## src/rtl/pin_irq_pkg.sv

```systemverilog
package pin_irq_pkg;

  localparam int TRIG_W = 4;

  localparam logic [TRIG_W-1:0] TRIG_OFF  = 4'b0000;
  localparam logic [TRIG_W-1:0] TRIG_LOW  = 4'b1000;
  localparam logic [TRIG_W-1:0] TRIG_RISE = 4'b1001;
  localparam logic [TRIG_W-1:0] TRIG_FALL = 4'b1010;
  localparam logic [TRIG_W-1:0] TRIG_BOTH = 4'b1011;
  localparam logic [TRIG_W-1:0] TRIG_HIGH = 4'b1100;

  // Decide whether the current pin sample raises the flag under a trigger code.
  function automatic logic trig_hit(input logic [TRIG_W-1:0] code,
                                    input logic cur, input logic prev);
    logic hit;
    case (code)
      TRIG_LOW:  hit = ~cur;
      TRIG_HIGH: hit = cur;
      TRIG_RISE: hit = cur & ~prev;
      TRIG_FALL: hit = ~cur & prev;
      TRIG_BOTH: hit = cur ^ prev;
      default:   hit = 1'b0;
    endcase
    return hit;
  endfunction

endpackage

```

## src/rtl/pin_sync.sv

```systemverilog
module pin_sync #(
  parameter int WIDTH  = 32,
  parameter int STAGES = 2
) (
  input  logic             clk,
  input  logic             rst_n,
  input  logic [WIDTH-1:0] async_i,
  output logic [WIDTH-1:0] sync_o
);

  logic [WIDTH-1:0] stg [STAGES];

  always_ff @(posedge clk) begin
    if (!rst_n) stg[0] <= '0;
    else        stg[0] <= async_i;
  end

  for (genvar s = 1; s < STAGES; s++) begin : g_stage
    always_ff @(posedge clk) begin
      if (!rst_n) stg[s] <= '0;
      else        stg[s] <= stg[s-1];
    end
  end

  assign sync_o = stg[STAGES-1];

endmodule

```

## src/rtl/pin_trig_cell.sv

```systemverilog
module pin_trig_cell
  import pin_irq_pkg::*;
(
  input  logic              clk,
  input  logic              rst_n,
  input  logic              mode_we,
  input  logic [TRIG_W-1:0] mode_wd,
  input  logic              sync_i,
  input  logic              clr_i,
  output logic [TRIG_W-1:0] mode_o,
  output logic              flag_o
);

  logic [TRIG_W-1:0] mode_q;
  logic              prev_q;
  logic              flag_q;
  logic              hit;

  assign hit = trig_hit(mode_q, sync_i, prev_q);

  always_ff @(posedge clk) begin
    if (!rst_n) begin
      mode_q <= TRIG_OFF;
      prev_q <= 1'b0;
      flag_q <= 1'b0;
    end else begin
      if (mode_we) mode_q <= mode_wd;
      prev_q <= sync_i;
      // a set event wins over a clear in the same cycle
      flag_q <= hit | (flag_q & ~clr_i);
    end
  end

  assign mode_o = mode_q;
  assign flag_o = flag_q;


  reserved_quiet_chk: assert property (@(posedge clk) disable iff (!rst_n)
    (mode_q != TRIG_LOW && mode_q != TRIG_HIGH && mode_q != TRIG_RISE &&
     mode_q != TRIG_FALL && mode_q != TRIG_BOTH && !flag_q) |=> !flag_q);


  low_level_chk: assert property (@(posedge clk) disable iff (!rst_n)
    (mode_q == TRIG_LOW && !sync_i) |=> flag_q);


  rise_edge_chk: assert property (@(posedge clk) disable iff (!rst_n)
    (mode_q == TRIG_RISE && sync_i && !prev_q) |=> flag_q);


  clear_chk: assert property (@(posedge clk) disable iff (!rst_n)
    (clr_i && !hit) |=> !flag_q);


  set_wins_chk: assert property (@(posedge clk) disable iff (!rst_n)
    (clr_i && hit) |=> flag_q);

endmodule

```

## src/rtl/pin_irq_detect.sv

```systemverilog
module pin_irq_detect
  import pin_irq_pkg::*;
#(
  parameter int NPINS       = 32,
  parameter int SYNC_STAGES = 2,
  localparam int SEL_W      = (NPINS > 1) ? $clog2(NPINS) : 1
) (
  input  logic              clk,
  input  logic              rst_n,
  input  logic [NPINS-1:0]  pin_i,
  input  logic              ctl_we,
  input  logic [SEL_W-1:0]  ctl_sel,
  input  logic [TRIG_W-1:0] ctl_mode,
  input  logic              clr_en,
  input  logic [NPINS-1:0]  clr_mask,
  input  logic [SEL_W-1:0]  rd_sel,
  output logic [TRIG_W-1:0] rd_mode,
  output logic              rd_flag,
  output logic [NPINS-1:0]  flags_o,
  output logic              irq_o
);

  logic [NPINS-1:0]  pin_s;
  logic [NPINS-1:0]  flag_v;
  logic [TRIG_W-1:0] mode_v [NPINS];

  pin_sync #(.WIDTH(NPINS), .STAGES(SYNC_STAGES)) u_sync (
    .clk     (clk),
    .rst_n   (rst_n),
    .async_i (pin_i),
    .sync_o  (pin_s)
  );

  for (genvar i = 0; i < NPINS; i++) begin : g_pin
    pin_trig_cell u_cell (
      .clk     (clk),
      .rst_n   (rst_n),
      .mode_we (ctl_we && (ctl_sel == SEL_W'(i))),
      .mode_wd (ctl_mode),
      .sync_i  (pin_s[i]),
      .clr_i   (clr_en && clr_mask[i]),
      .mode_o  (mode_v[i]),
      .flag_o  (flag_v[i])
    );
  end

  always_comb begin
    rd_mode = TRIG_OFF;
    rd_flag = 1'b0;
    if (int'(rd_sel) < NPINS) begin
      rd_mode = mode_v[rd_sel];
      rd_flag = flag_v[rd_sel];
    end
  end

  assign flags_o = flag_v;
  assign irq_o   = |flag_v;


  irq_tracks_flags_chk: assert property (@(posedge clk) disable iff (!rst_n)
    irq_o == ($countones(flags_o) != 0));


  untouched_flag_chk: assert property (@(posedge clk) disable iff (!rst_n)
    (!clr_en) |=> ((flags_o & $past(flags_o)) == $past(flags_o)));

endmodule

```

## config.mk

```make
export PLATFORM = sky130hd
export DESIGN_NAME = pin_irq_detect
export DESIGN_NICKNAME = d
export VERILOG_FILES = /design/src/rtl/pin_irq_pkg.sv /design/src/rtl/pin_sync.sv /design/src/rtl/pin_trig_cell.sv /design/src/rtl/pin_irq_detect.sv
export SDC_FILE = /design/constraint.sdc
export NUM_CORES = 1
export LEC_CHECK = 0
export BUFFER_PORTS_ARGS = -buffer_cell sky130_fd_sc_hd__buf_4
export CAP_MARGIN = 20
export CORE_MARGIN = 8
export CORE_UTILIZATION = 40
export DETAILED_ROUTE_END_ITERATION = 10
export GPL_TIMING_DRIVEN = 0
export PLACE_DENSITY = 0.63
export SLEW_MARGIN = 20
export SYNTH_ARGS = -nofsm -noshare
export SYNTH_HDL_FRONTEND = slang
export SYNTH_SLANG_ARGS = --single-unit
export TNS_END_PERCENT = 50
```

## constraint.sdc

```tcl
create_clock -name clk -period 2.4 [get_ports clk]
set_clock_uncertainty 0.05 [all_clocks]
set_input_delay 0.12 -clock clk [delete_from_list [all_inputs] [get_ports clk]]
set_output_delay 0.12 -clock clk [all_outputs]
set_load 0.01 [all_outputs]
```

After elaboration in Yosys (flattened, before gate mapping):

Memory sizes are Yosys's and may differ from the RTL's.
Cells that the tools add are included.

* register bits after elaboration: 192
* memory bits (writable): 64
* input port bits: 82
* output and inout bits: 38
* word-level logic and storage cells: 656
* memories kept: 1

Memory list
* u_sync.stg: words 2, width 32, rd ports 2, clocked after Yosys merged registers in 0, wr ports 2, line pin_sync.sv:11 `logic [WIDTH-1:0] stg [STAGES];`

* $lt $le $gt $ge: 2
* eq/ne operators: 191
* mux-type cells: 41
* bitwise operators: 259
* reductions and logical operators: 66

Operators by type and width (number)
* 4-bit == test (second input constant): 160
* 1-bit case mux with 5 select lines: 32
* 1-bit bitwise AND: 96
* 1-bit NOT: 96
* 5-bit == test (second input constant): 16
* 1-bit logical AND: 64
* 32-bit 2-to-1 mux: 2
* 5-bit by 4-bit == test with 1-bit output (second input constant): 8
* 1-bit OR: 34
* 32-bit OR reduction: 1
* 1-bit bitwise XOR: 32
* 4-bit binary-select mux with 5-bit select: 1
* 5-bit by 3-bit == test with 1-bit output (second input constant): 4
* 5-bit by 2-bit == test with 1-bit output (second input constant): 2
* 4-bit 2-to-1 mux: 2
* 6-bit >= comparator (second input constant): 1
* 5-bit by 6-bit < comparator with 1-bit output (second input constant): 1
* 5-bit NOT with 6-bit output: 1
* 1-bit binary-select mux with 5-bit select: 1
* 5-bit by 1-bit == test with 1-bit output (second input constant): 1
* 5-bit zero test: 1
* 1-bit 2-to-1 mux: 3

Longest topological paths before layout:

* word-level depth: 4
* gate-level depth with buffers: 7
* mapped depth without buffers: 6

Hierarchy:

From an unflattened synthesis, not the netlist that was laid out.

* cell total of the unflattened synthesis: 1257
* area, all modules: 13153.9 um^2

Modules (own cells, without submodules)
* pin_trig_cell: times used 32, cells an instance 30, area an instance 300.3 um^2, seq. area each 120.1 um^2
* pin_sync: times used 1, cells an instance 134, area an instance 1791.7 um^2, seq. area each 1281.2 um^2
* pin_irq_detect: times used 1, cells an instance 163, area an instance 1752.9 um^2, seq. area each 0.0 um^2

Least setup slack after synthesis:

No wires, ideal clock.

* kind: input port to output port
* start: input port rd_sel[1]
* end: output port rd_mode[2]
* data arrival time: 1660 ps
* required time: 2230 ps
* setup slack: 570 ps
* cell stages on the path: 4
* buffers on the path: 1
* cells stage by stage: buf_2 mux4_2 mux4_2 mux2_2

* word-level cells in the longest chain between the ends: 4

RTL lines
* start: declaration: line pin_irq_detect.sv:16 `input logic [SEL_W-1:0] rd_sel,`
* 5-bit NOT with 6-bit output (not written as such): line pin_irq_detect.sv:51 `rd_mode = mode_v[rd_sel];`
* 4-bit binary-select mux with 5-bit select: line pin_irq_detect.sv:51
* 4-bit 2-to-1 mux (not written as such) (2 in a row): line pin_irq_detect.sv:51
* end: declaration: line pin_irq_detect.sv:17 `output logic [TRIG_W-1:0] rd_mode,`

No other way between the ends. The select of a mux whose other input is x is not followed.

Final worst setup path:

* start: register g_pin[6].u_cell.mode_q[2]
* end: output port rd_mode[2]

* word-level cells in the longest chain between the ends: 3

RTL lines
* start: declaration: line pin_trig_cell.sv:14 `logic [TRIG_W-1:0] mode_q;`
* start signal: assignment: line pin_trig_cell.sv:27 `if (mode_we) mode_q <= mode_wd;`
* 4-bit binary-select mux with 5-bit select: line pin_irq_detect.sv:51
* 4-bit 2-to-1 mux (not written as such) (2 in a row): line pin_irq_detect.sv:51

No other way between the ends. The select of a mux whose other input is x is not followed.

==> metrics.md <==
| Metric | Value |
|---|---|
| Outcome | finished with violations |
| Failing checks | setup timing |
| Synth area leaders | dfxtp_1 (39%), mux4_2 (8.6%), ha_1 (6.1%) |
| Max clock buf depth | 3 |
| Max Cap Viol | 0 |
| Final hold violation count | 0 |
| Power per standard cell area | 587 mW/mm^2 |
| Total gr overflow | 0 |
| VDD IR max | 0.543 mV |
| Final Core Density | 50.8% |
| Initial Util | 40.4% |
| GPL Wtd Cong | 0.952 |
| Setup ws final | -0.110 ns |
| Crit end category | output port |
| Hold endpoint | g_pin[0].u_cell.mode_o[1] |
| CTS tree | done |
| Syn avg cell area | 9.34 sq um |
| DRC violations left | 0 |
| Hold Path Cell Cnt | 5 |
| Count leader, synth | dfxtp_1 |
| Antenna violations before repair | 3 |
| TritonCTS sink count | 256 |
| Mapped Area | 0.0131 sq mm |
| Cell count after synthesis | 1401 |
| #FFs+latches synth | 256 |
| Rows | 66 |
| Routed len/inst | 19.5 microns |
| Final setup fails | 5 |
| Least-Margin Pin Slew | 0.869 ns |
| Tcrit/Tclk final | 105% |
| Min Tclk post-route | 2.51 ns |
| Post-synthesis compound-gate area fraction | 9.85% |
| Max Freq | 0.398 GHz |
| Clock transition at the registers of the reported paths | 0.06 ns |
| Post-synthesis simple-gate area fraction | 21.4% |
| Slew margin rel. | 42.1% |
| Final Power | 9650 uW |
| Clock root buffer | clkbuf_16 |
| Yosys top cell by area | dfxtp_1 |
| Register area share after synthesis | 39.2% |
| Pre-CTS WS | -0.114 ns |
| Adder-cell share of the synthesized area | 6.12% |
| Setup_tns | -0.475 ns |
| EDFF count, synth | 0 |
| Largest family of logic cells by synthesized area | simple AND/OR/NAND/NOR gates |
| I/O pins | 120 |
| RSZ-0062 raised after global routing | true |
| Nets@finish | 1779 |
| DRT antenna net count | 0 |
| Reg-to-Reg End | g_pin[0].u_cell.flag_o |
| Port buffer count | 113 |
| Max FO, Critical Path | 2 |
| Share of the synthesized area in the top cell type | 39.2% |
| Synth Area in XOR/XNOR | 2.08% |
| Via density | 5.21 |
| Kind of critical path | reg -> out |
| Pleak | 0.00633 uW |
| Hold wc startpoint | ctl_sel[2] |
| Post-synthesis mux area share | 15.1% |
| Layout cell share with drive strength beyond 1 | 21.2% |
| Yosys warns | 0 |
| Die ar. | 0.0387 sq mm |
| Total wire length | 40900 microns |
| Global-route wire length before repair | 62800 microns |
| Worst Hold Class | in -> reg |
| CTS Buf Count | 29 |
| Largest net degree at the start of global routing | 14 |
| Post-DP HPWL | 30400 microns |
| Worst path arrival time | 2.34 ns |
| Gr usage total | 20.9% |
| CP Launch Type | flop |
| Ys flop type | dfxtp_1 |
| Reg2reg path depth | 6 |
| Slew Limit Fails | 0 |
| Die Height | 197 microns |
| Reg2reg setup slack | 0.81 ns |
| Count of cell types in the netlist | 34 |
| H-Tree Depth | 1 |
| CP required | 2.23 ns |
| Core area | 0.0324 sq mm |
| Vias in the first global route | 10800 |
| RR Startpoint | g_pin[0].u_cell.prev_q |
| Area growth syn-to-layout | 25.7% |
| Syn Nets | 1547 |
| DRT iter0 DRCs | 673 |
| Drt first pass iters | 5 |
| Synth cell count leaders | dfxtp_1 (256), nand2_1 (156), o21ai_0 (102), and2_1 (96), a21boi_0 (80) |
| Via count | 10900 |
| Die width | 197 microns |
| Worst-Skew Late Latency | 0.54 ns |
| Post-synthesis async set-or-reset flop share | 0% |
-- cell type report --
type / instances / area [sq um]
buffer: 118 / 578
clock inverter: 16 / 136
sequential: 256 / 5250
tap: 442 / 553
fill: 2992 / 15900
clock buffer: 37 / 816
multi-input combinational: 962 / 7160
antenna: 2 / 5.00
timing repair buffer: 201 / 1710
inverter: 65 / 244
-- logic make-up (layout without fill, tap and decap cells) --
| family | after synthesis | count (layout) |
|---|---|---|
| AO/OA/AOI/OAI | 216 | 216 |
| XOR/XNOR | 31 | 31 |
| adder cells (fa/ha/maj) | 64 | 64 |
| buffers and inverters | 183 | 437 |
| flip-flops | 256 | 256 |
| multiplexers | 134 | 134 |
| other | 0 | 2 |
| AND/OR/NAND/NOR | 517 | 517 |
-- worst max-delay path: stages, from the launching register on --
cell and delay [ns]:
dfxtp_4 0.34, mux4_2 0.53, mux4_2 0.48, mux2_4 0.32, buf_6 0.13
-- power by group --
group / leakage, uW / internal, uW / switching [uW]
clock network: 0.000482 / 2600 / 1820
registers: 0.00212 / 4320 / 63.4
logic: 0.00373 / 400 / 450
total: 0.00633 / 7320 / 2330
-- routing by layer --
metal	track usage (%)	vias to the layer above	wire length [microns]
met3	3.53	111	3090
li1	-	5186	-
met4	8.94	2	1790
met5	0	-	13
met1	27.4	5209	17300
met2	33.8	421	18800
-- worst max-delay path by stage --
stage / start / to / slack, ns / cells after the start
6_report: g_pin[6].u_cell.mode_o[2] / rd_mode[2] / -0.11 / 4
5_1_grt: g_pin[0].u_cell.mode_o[1] / rd_mode[1] / -0.14 / 4
4_1_cts: g_pin[6].u_cell.mode_o[2] / rd_mode[2] / -0.13 / 4
3_5_place_dp: rd_sel[2] / rd_mode[1] / -0.11 / 7
3_3_place_gp: rd_sel[2] / rd_mode[2] / -0.08 / 7
2_1_floorplan: rd_sel[1] / rd_mode[2] / 0.57 / 4
-- flip-flops by register name (all words and copies together) (netlist names) --
register,cells
u_sync.stg,64
g_pin.u_cell.flag_o,32
g_pin.u_cell.mode_o,128
g_pin.u_cell.prev_q,32
-- layout by cell type (no fill, tap or decap), types with 29 or more instances in the layout --
cell type,instances
nand3b_1,32
nand2_1,156
inv_1,65
a21boi_0,80
clkbuf_16,29
mux2i_1,79
mux4_2,50
ha_1,64
dlygate4sd3_1,72
nand2b_1,69
dfxtp_1,186
buf_4,156
xor2_1,31
and2_1,96
nand3_1,72
o21ai_0,102
dfxtp_2,57
nor2b_1,55
a21oi_1,32
clkbuf_1,74
-- what timing repair did --
action / 4_1_cts / 5_1_grt
gates resized for setup: 78 / 16
buffers inserted: 15 / 1
endpoints found under the setup margin: 5 / 5
hold buffers: 72 / 0
endpoints found under the hold margin: 74 / 0
pin swaps: 0 / 0
-- stage by stage --
| stage | hold slack, ns | instance area (sq um) | cells |
|---|---|---|---|
| 5_1_grt | 0.175 | 16400 | 2099 |
| 2_1_floorplan | 0.197 | 13100 | 1401 |
| 3_5_place_dp | 0.281 | 14500 | 1956 |
| 3_3_place_gp | 0.280 | 14500 | 1956 |
| 4_1_cts | 0.129 | 16400 | 2096 |
| 6_report | 0.153 | 16400 | 2099 |
(Power assumes the default switching activity.)
